## src/rtl/tagg_pkg.sv

```systemverilog
package tagg_pkg;
  localparam int TAG_W    = 4;
  localparam int NTAG     = 1 << TAG_W;
  localparam int SEED_W   = 16;
  localparam int STEPS    = TAG_W;
  localparam int SEED_LSB = 8;
  localparam int STATE_W  = SEED_LSB + SEED_W;
  localparam int RND_BIT  = NTAG;
  localparam int CTRL_W   = NTAG + 1;

  // Feedback bit of one shift-register clock.
  function automatic logic seed_fb(input logic [SEED_W-1:0] s);
    return s[5] ^ s[3] ^ s[2] ^ s[0];
  endfunction

  // One clock of the shift register: feedback enters at the top.
  function automatic logic [SEED_W-1:0] seed_clock(input logic [SEED_W-1:0] s);
    return {seed_fb(s), s[SEED_W-1:1]};
  endfunction

  // Whether a candidate tag is blocked by the mask.
  function automatic logic tag_blocked(input logic [NTAG-1:0] m,
                                       input logic [TAG_W-1:0] t);
    return m[t];
  endfunction
endpackage

```

## src/rtl/tagg_seed_adv.sv

```systemverilog
module tagg_seed_adv
  import tagg_pkg::*;
(
  input  logic [SEED_W-1:0] seed_in,
  input  logic              rnd_mode,
  output logic [SEED_W-1:0] seed_out,
  output logic [STEPS-1:0]  step_cnt
);
  localparam logic [SEED_W-1:0] SEED_ONE = {{(SEED_W-1){1'b0}}, 1'b1};

  logic [SEED_W-1:0] chain [0:STEPS];

  // A zero seed would lock the register; random mode forces a live value.
  assign chain[0] = (rnd_mode && (seed_in == '0)) ? SEED_ONE : seed_in;

  for (genvar i = 0; i < STEPS; i++) begin : g_clk
    assign step_cnt[i]  = seed_fb(chain[i]);
    assign chain[i + 1] = seed_clock(chain[i]);
  end

  assign seed_out = chain[STEPS];
endmodule

```

## src/rtl/tagg_walker.sv

```systemverilog
module tagg_walker
  import tagg_pkg::*;
(
  input  logic             clk,
  input  logic             rst_n,
  input  logic             load,
  input  logic [TAG_W-1:0] start_tag,
  input  logic [TAG_W-1:0] steps,
  input  logic [NTAG-1:0]  mask,
  output logic             fin,
  output logic [TAG_W-1:0] tag_out,
  output logic             active,
  output logic             cand_hit
);
  localparam logic [TAG_W-1:0] ONE = {{(TAG_W-1){1'b0}}, 1'b1};

  typedef enum logic {W_IDLE, W_RUN} wstate_t;

  wstate_t          st;
  logic [TAG_W-1:0] cur;
  logic [TAG_W-1:0] remain;
  logic [NTAG-1:0]  mask_r;
  logic [TAG_W-1:0] cand;
  logic             all_blocked;

  // Candidate is the value after cur, wrapping naturally at the tag width.
  assign cand        = cur + ONE;
  assign cand_hit    = !tag_blocked(mask_r, cand);
  assign all_blocked = &mask;
  assign active      = (st == W_RUN);

  always_ff @(posedge clk) begin
    if (!rst_n) begin
      st      <= W_IDLE;
      cur     <= '0;
      remain  <= '0;
      mask_r  <= '0;
      fin     <= 1'b0;
      tag_out <= '0;
    end else begin
      fin <= 1'b0;
      case (st)
        W_IDLE: begin
          if (load) begin
            if (all_blocked) begin
              fin     <= 1'b1;
              tag_out <= '0;
            end else begin
              // A zero step count is one step from the value just below start.
              cur    <= (steps == '0) ? (start_tag - ONE) : start_tag;
              remain <= (steps == '0) ? ONE : steps;
              mask_r <= mask;
              st     <= W_RUN;
            end
          end
        end
        W_RUN: begin
          cur <= cand;
          if (cand_hit) begin
            if (remain == ONE) begin
              fin     <= 1'b1;
              tag_out <= cand;
              st      <= W_IDLE;
            end else begin
              remain <= remain - ONE;
            end
          end
        end
        default: st <= W_IDLE;
      endcase
    end
  end
endmodule

```

## src/rtl/tagg_ptr_ins.sv

```systemverilog
module tagg_ptr_ins
  import tagg_pkg::*;
#(
  parameter int PTR_W   = 64,
  parameter int TAG_LSB = 56
)(
  input  logic [PTR_W-1:0] ptr_in,
  input  logic [TAG_W-1:0] tag,
  output logic [PTR_W-1:0] ptr_out
);
  localparam int TAG_MSB = TAG_LSB + TAG_W - 1;

  logic unused_old_tag;
  assign unused_old_tag = ^ptr_in[TAG_MSB:TAG_LSB];

  for (genvar b = 0; b < PTR_W; b++) begin : g_bit
    if (b >= TAG_LSB && b <= TAG_MSB) begin : g_tag
      assign ptr_out[b] = tag[b - TAG_LSB];
    end else begin : g_pass
      assign ptr_out[b] = ptr_in[b];
    end
  end
endmodule

```

## src/rtl/rnd_tag_gen.sv

```systemverilog
module rnd_tag_gen
  import tagg_pkg::*;
#(
  parameter int PTR_W   = 64,
  parameter int TAG_LSB = 56
)(
  input  logic               clk,
  input  logic               rst_n,
  input  logic               start,
  input  logic [PTR_W-1:0]   ptr_in,
  input  logic [NTAG-1:0]    req_mask,
  input  logic [CTRL_W-1:0]  ctrl_word,
  input  logic [STATE_W-1:0] state_in,
  output logic               busy,
  output logic               done,
  output logic [PTR_W-1:0]   ptr_out,
  output logic [STATE_W-1:0] state_out
);
  logic               busy_q;
  logic               done_q;
  logic [PTR_W-1:0]   ptr_q;
  logic [SEED_W-1:0]  seed_q;
  logic [NTAG-1:0]    mask_q;
  logic [PTR_W-1:0]   ptr_out_q;
  logic [STATE_W-1:0] state_out_q;

  logic               accept;
  logic [NTAG-1:0]    eff_mask;
  logic [SEED_W-1:0]  seed_next;
  logic [STEPS-1:0]   step_cnt;
  logic               w_fin;
  logic [TAG_W-1:0]   w_tag;
  logic               w_active;
  logic               w_hit;
  logic [PTR_W-1:0]   tagged_ptr;
  logic               unused_sig;

  assign unused_sig = ^state_in[SEED_LSB-1:TAG_W] ^ w_active ^ w_hit;

  assign accept   = start && !busy_q;
  assign eff_mask = req_mask | ctrl_word[NTAG-1:0];

  tagg_seed_adv u_seed (
    .seed_in  (state_in[SEED_LSB +: SEED_W]),
    .rnd_mode (ctrl_word[RND_BIT]),
    .seed_out (seed_next),
    .step_cnt (step_cnt)
  );

  tagg_walker u_walk (
    .clk       (clk),
    .rst_n     (rst_n),
    .load      (accept),
    .start_tag (state_in[TAG_W-1:0]),
    .steps     (step_cnt),
    .mask      (eff_mask),
    .fin       (w_fin),
    .tag_out   (w_tag),
    .active    (w_active),
    .cand_hit  (w_hit)
  );

  tagg_ptr_ins #(.PTR_W(PTR_W), .TAG_LSB(TAG_LSB)) u_ins (
    .ptr_in  (ptr_q),
    .tag     (w_tag),
    .ptr_out (tagged_ptr)
  );

  always_ff @(posedge clk) begin
    if (!rst_n) begin
      busy_q      <= 1'b0;
      done_q      <= 1'b0;
      ptr_q       <= '0;
      seed_q      <= '0;
      mask_q      <= '0;
      ptr_out_q   <= '0;
      state_out_q <= '0;
    end else begin
      done_q <= 1'b0;
      if (accept) begin
        busy_q <= 1'b1;
        ptr_q  <= ptr_in;
        seed_q <= seed_next;
        mask_q <= eff_mask;
      end
      if (w_fin) begin
        busy_q      <= 1'b0;
        done_q      <= 1'b1;
        ptr_out_q   <= tagged_ptr;
        state_out_q <= {seed_q, {(SEED_LSB-TAG_W){1'b0}}, w_tag};
      end
    end
  end

  assign busy      = busy_q;
  assign done      = done_q;
  assign ptr_out   = ptr_out_q;
  assign state_out = state_out_q;
endmodule

```

## config.mk

```make
export PLATFORM = sky130hd
export DESIGN_NAME = rnd_tag_gen
export DESIGN_NICKNAME = d
export VERILOG_FILES = /design/src/rtl/tagg_pkg.sv /design/src/rtl/tagg_seed_adv.sv /design/src/rtl/tagg_walker.sv /design/src/rtl/tagg_ptr_ins.sv /design/src/rtl/rnd_tag_gen.sv
export SDC_FILE = /design/constraint.sdc
export NUM_CORES = 1
export LEC_CHECK = 0
export BUFFER_PORTS_ARGS = -buffer_cell sky130_fd_sc_hd__buf_2
export CORE_ASPECT_RATIO = 1.4
export CORE_MARGIN = 1
export CORE_UTILIZATION = 55
export CTS_CLUSTER_DIAMETER = 40
export CTS_CLUSTER_SIZE = 30
export DETAILED_ROUTE_END_ITERATION = 16
export PLACE_DENSITY = 0.86
export SYNTH_ARGS = -nofsm -noshare
export SYNTH_HDL_FRONTEND = slang
export SYNTH_SLANG_ARGS = --single-unit
```

## constraint.sdc

```tcl
create_clock -name clk -period 4.3 [get_ports clk]
set_input_delay 1.29 -clock clk [delete_from_list [all_inputs] [get_ports clk]]
set_output_delay 1.29 -clock clk [all_outputs]
set_load 0.03 [all_outputs]
```

==> reports/metrics.cfg <==
[cts]
clock-root-buffer=clkbuf_16
cts_setup_buffers=0
cts_tree=yes
postCtsHoldBufs=0
cts_sinks=188
clk_latency_ns=0.43
cts_resized=0
max-clock-path-buffers=2
clk_pin_slew_worst_paths_ns=0.07
cts-htree-levels=4
cts_made_buffers=17

[placed_design]
pre_cts_slack_ns=1.104
dpl.cell_count=1153
place_area_um2=8366
dp_hpwl_um=11350
routabilityCongestion=0.8261
port_buffers=201

[timing]
finalHoldViolCount=0
worst_slew_pin_slew_ns=0.8825
setup_ws_ns=1.505
clock.fmax_ghz=0.3578
setup_tns_ns=0
holdWs_ns=0.4546
maxSlewHeadroom_pct=41.16
rsz0062_at_grt=false
fin_crit_sh_pct=64.99
setup_viol=0
fin_worst_skew_ns=0.01095
finalMaxSlewViolations=0
period_needed_ns=2.795

[power]
switching_share_pct=26.96
peakVddDrop_v=0.0003354
leakagePower_nw=3.787
clkPwrFrac_pct=40.8
pwr-share-comb_pct=11.2
powerDensity_nw_per_um2=435.4
p_int_w=0.002855
switching_power_w=0.001054
pwr-share-seq_pct=48.0

[floorplan]
start_util_pct=56.53
rows=49
die_width_um=99.46
die_area_um2=13770
core_um2=12940
ios=214
die_h_um=138.4

[job]
drv_cap=0

[run_status]
status=completed

[worst_setup_path]
path_max_fanout=5
crit_path_start=ctrl_word[11]
rrSetupSlack_ns=1.72
worstPathRequired_ns=4.66
timing.rr.start=u_walk.cur[0]$_SDFFE_PN0P_
end_kind=flop
r2r-end=u_walk.remain[0]$_SDFFE_PN0P_
start_kind=input port
worstPathArrival_ns=3.16
crit_type=in2reg
endpoint=u_walk.cur[2]$_SDFFE_PN0P_
reg2reg_depth=6

[global_route]
met1_usage_pct=28.65
grt_pass1_vias=6178
grt_max_degree=80
gr-total-overflow=0
busiest_layer=met2
antenna_found_initial=1
grt_pass1_wl_um=28270
grt_usage_pct=25.50
gr-usage-met2_pct=43.09
grt_util_met3_pct=5.915

[routing]
detail-route-antenna-nets=0
routedWlPerCell_um=14.42
drc=0
drt-total-wl_um=17110
dr.pass1.iters=4
viasPerCell=5.329
drtIter0Drc=247
num_vias=6320

[yosys]
synth_warnings=0
synth.area.top_cells=dfxtp_1 51%, mux2i_1 11%, nand2_1 8.5%
synth_edf_count=0
synth_top_area_cell=dfxtp_1
synth_seq_cells=188
ys.flop_type=dfxtp_1
synth.top_cell.area_share_pct=51.46
syn_area_um2=7313
ys_types=49
syn_inst=826
async_flop_share_pct=0
synth_area_per_cell_um2=8.854
synth_seq_area_share_pct=51.46

[cells_and_area]
syn_to_final_growth_pct=22.74
final_cell_mix=201 x buf_2, 187 x dfxtp_1, 166 x nand2_1, 124 x nor2_1, 82 x mux2i_1
drive_gt1_share_pct=25.52
nets=1122
finalInstanceArea_um2=8976
fin_cells=1186
final_common_cell=buf_2

[hold_path]
min_path_cells=2
worstHoldPathType=reg2reg

-- routing by layer --
metal | up-vias | wire (um) | share of wire (%)
met5 | - | 0 | 0
met4 | 0 | 792 | 4.6
met2 | 221 | 8576 | 50
li1 | 3115 | - | -
met1 | 2925 | 6784 | 40
met3 | 59 | 954 | 5.6
-- critical path, cell delays in order --
cell,delay [ns]
buf_2,0.10
o22ai_1,0.09
nor4_1,0.65
a21oi_1,0.30
mux2_2,0.35
a211o_1,0.30
nand4_1,0.08
-- worst min path at each step --
stage                                       start                 endpoint  slack [ns]
after floorplan             ptr_q[0]$_SDFFE_PN0P_    ptr_q[0]$_SDFFE_PN0P_        0.44
after global placement     ptr_q[32]$_SDFFE_PN0P_   ptr_q[32]$_SDFFE_PN0P_        0.44
after detailed placement  seed_q[11]$_SDFFE_PN0P_  seed_q[11]$_SDFFE_PN0P_        0.45
after CTS                  ptr_q[42]$_SDFFE_PN0P_   ptr_q[42]$_SDFFE_PN0P_        0.46
after global routing       ptr_q[45]$_SDFFE_PN0P_   ptr_q[45]$_SDFFE_PN0P_        0.47
final                      ptr_q[63]$_SDFFE_PN0P_   ptr_q[63]$_SDFFE_PN0P_        0.45
-- state kept, by name, summed over array words and instances, names as in the netlist --
register and count:
busy 1, done 1, ptr_out 64, ptr_q 60, seed_q 16, state_out 16
u_walk.active 1, u_walk.cur 4, u_walk.fin 1, u_walk.mask_r 16, u_walk.remain 4, u_walk.tag_out 4
-- synthesized netlist by cell type (2+ instances only) --
library cell	instances
nand4_1	7
dfxtp_1	188
inv_1	7
nand2_1	166
clkbuf_1	44
mux2i_1	82
nor2_1	124
xnor2_1	12
o21ai_0	7
buf_2	2
buf_4	8
a21o_1	2
mux4_2	2
mux4_1	2
nor2b_1	2
nor4_1	3
ha_1	4
o22ai_1	10
clkinv_1	2
nand4b_1	3
a32o_1	3
mux2_2	2
nor3_1	6
a211oi_1	20
buf_1	7
a21oi_1	80
nand3_1	9
-- kinds of logic after synthesis --
family                   synth area share (%)
AO/OA/AOI/OAI                           10.81
other                                 0.05128
flip-flops                              51.46
AND/OR/NAND/NOR                         18.37
adder cells (fa/ha/maj)                0.6844
XOR/XNOR                                1.557
buffers and inverters                   4.192
multiplexers                            12.87
-- layout make-up --
type | instances | area (um^2)
flip-flops and latches | 188 | 3767
fillers | 1020 | 3960
diodes | 1 | 2.502
clock inverters | 14 | 168.9
multi-input cells | 570 | 3268
inverters | 9 | 36.28
clock buffers | 18 | 439.2
well taps | 178 | 222.7
repair buffers | 208 | 1071
-- stage by stage --
stage | utilization (%) | power, W
2_1_floorplan | - | 0.002214
3_3_place_gp | 64.67 | 0.002335
6_report | 69.39 | 0.003909
3_5_place_dp | 64.67 | 0.002350
5_1_grt | 69.39 | 0.004060
4_1_cts | 69.37 | 0.003928
-- power by group through the flow --
stage	Clock (W)	Combinational (W)	Sequential (W)
after floorplan	0	0.000310	0.00190
after global placement	0	0.000423	0.00191
after detailed placement	0	0.000433	0.00192
after CTS	0.00162	0.000436	0.00188
after global routing	0.00169	0.000482	0.00189
final	0.00159	0.000436	0.00188
(Power assumes the default switching activity.)
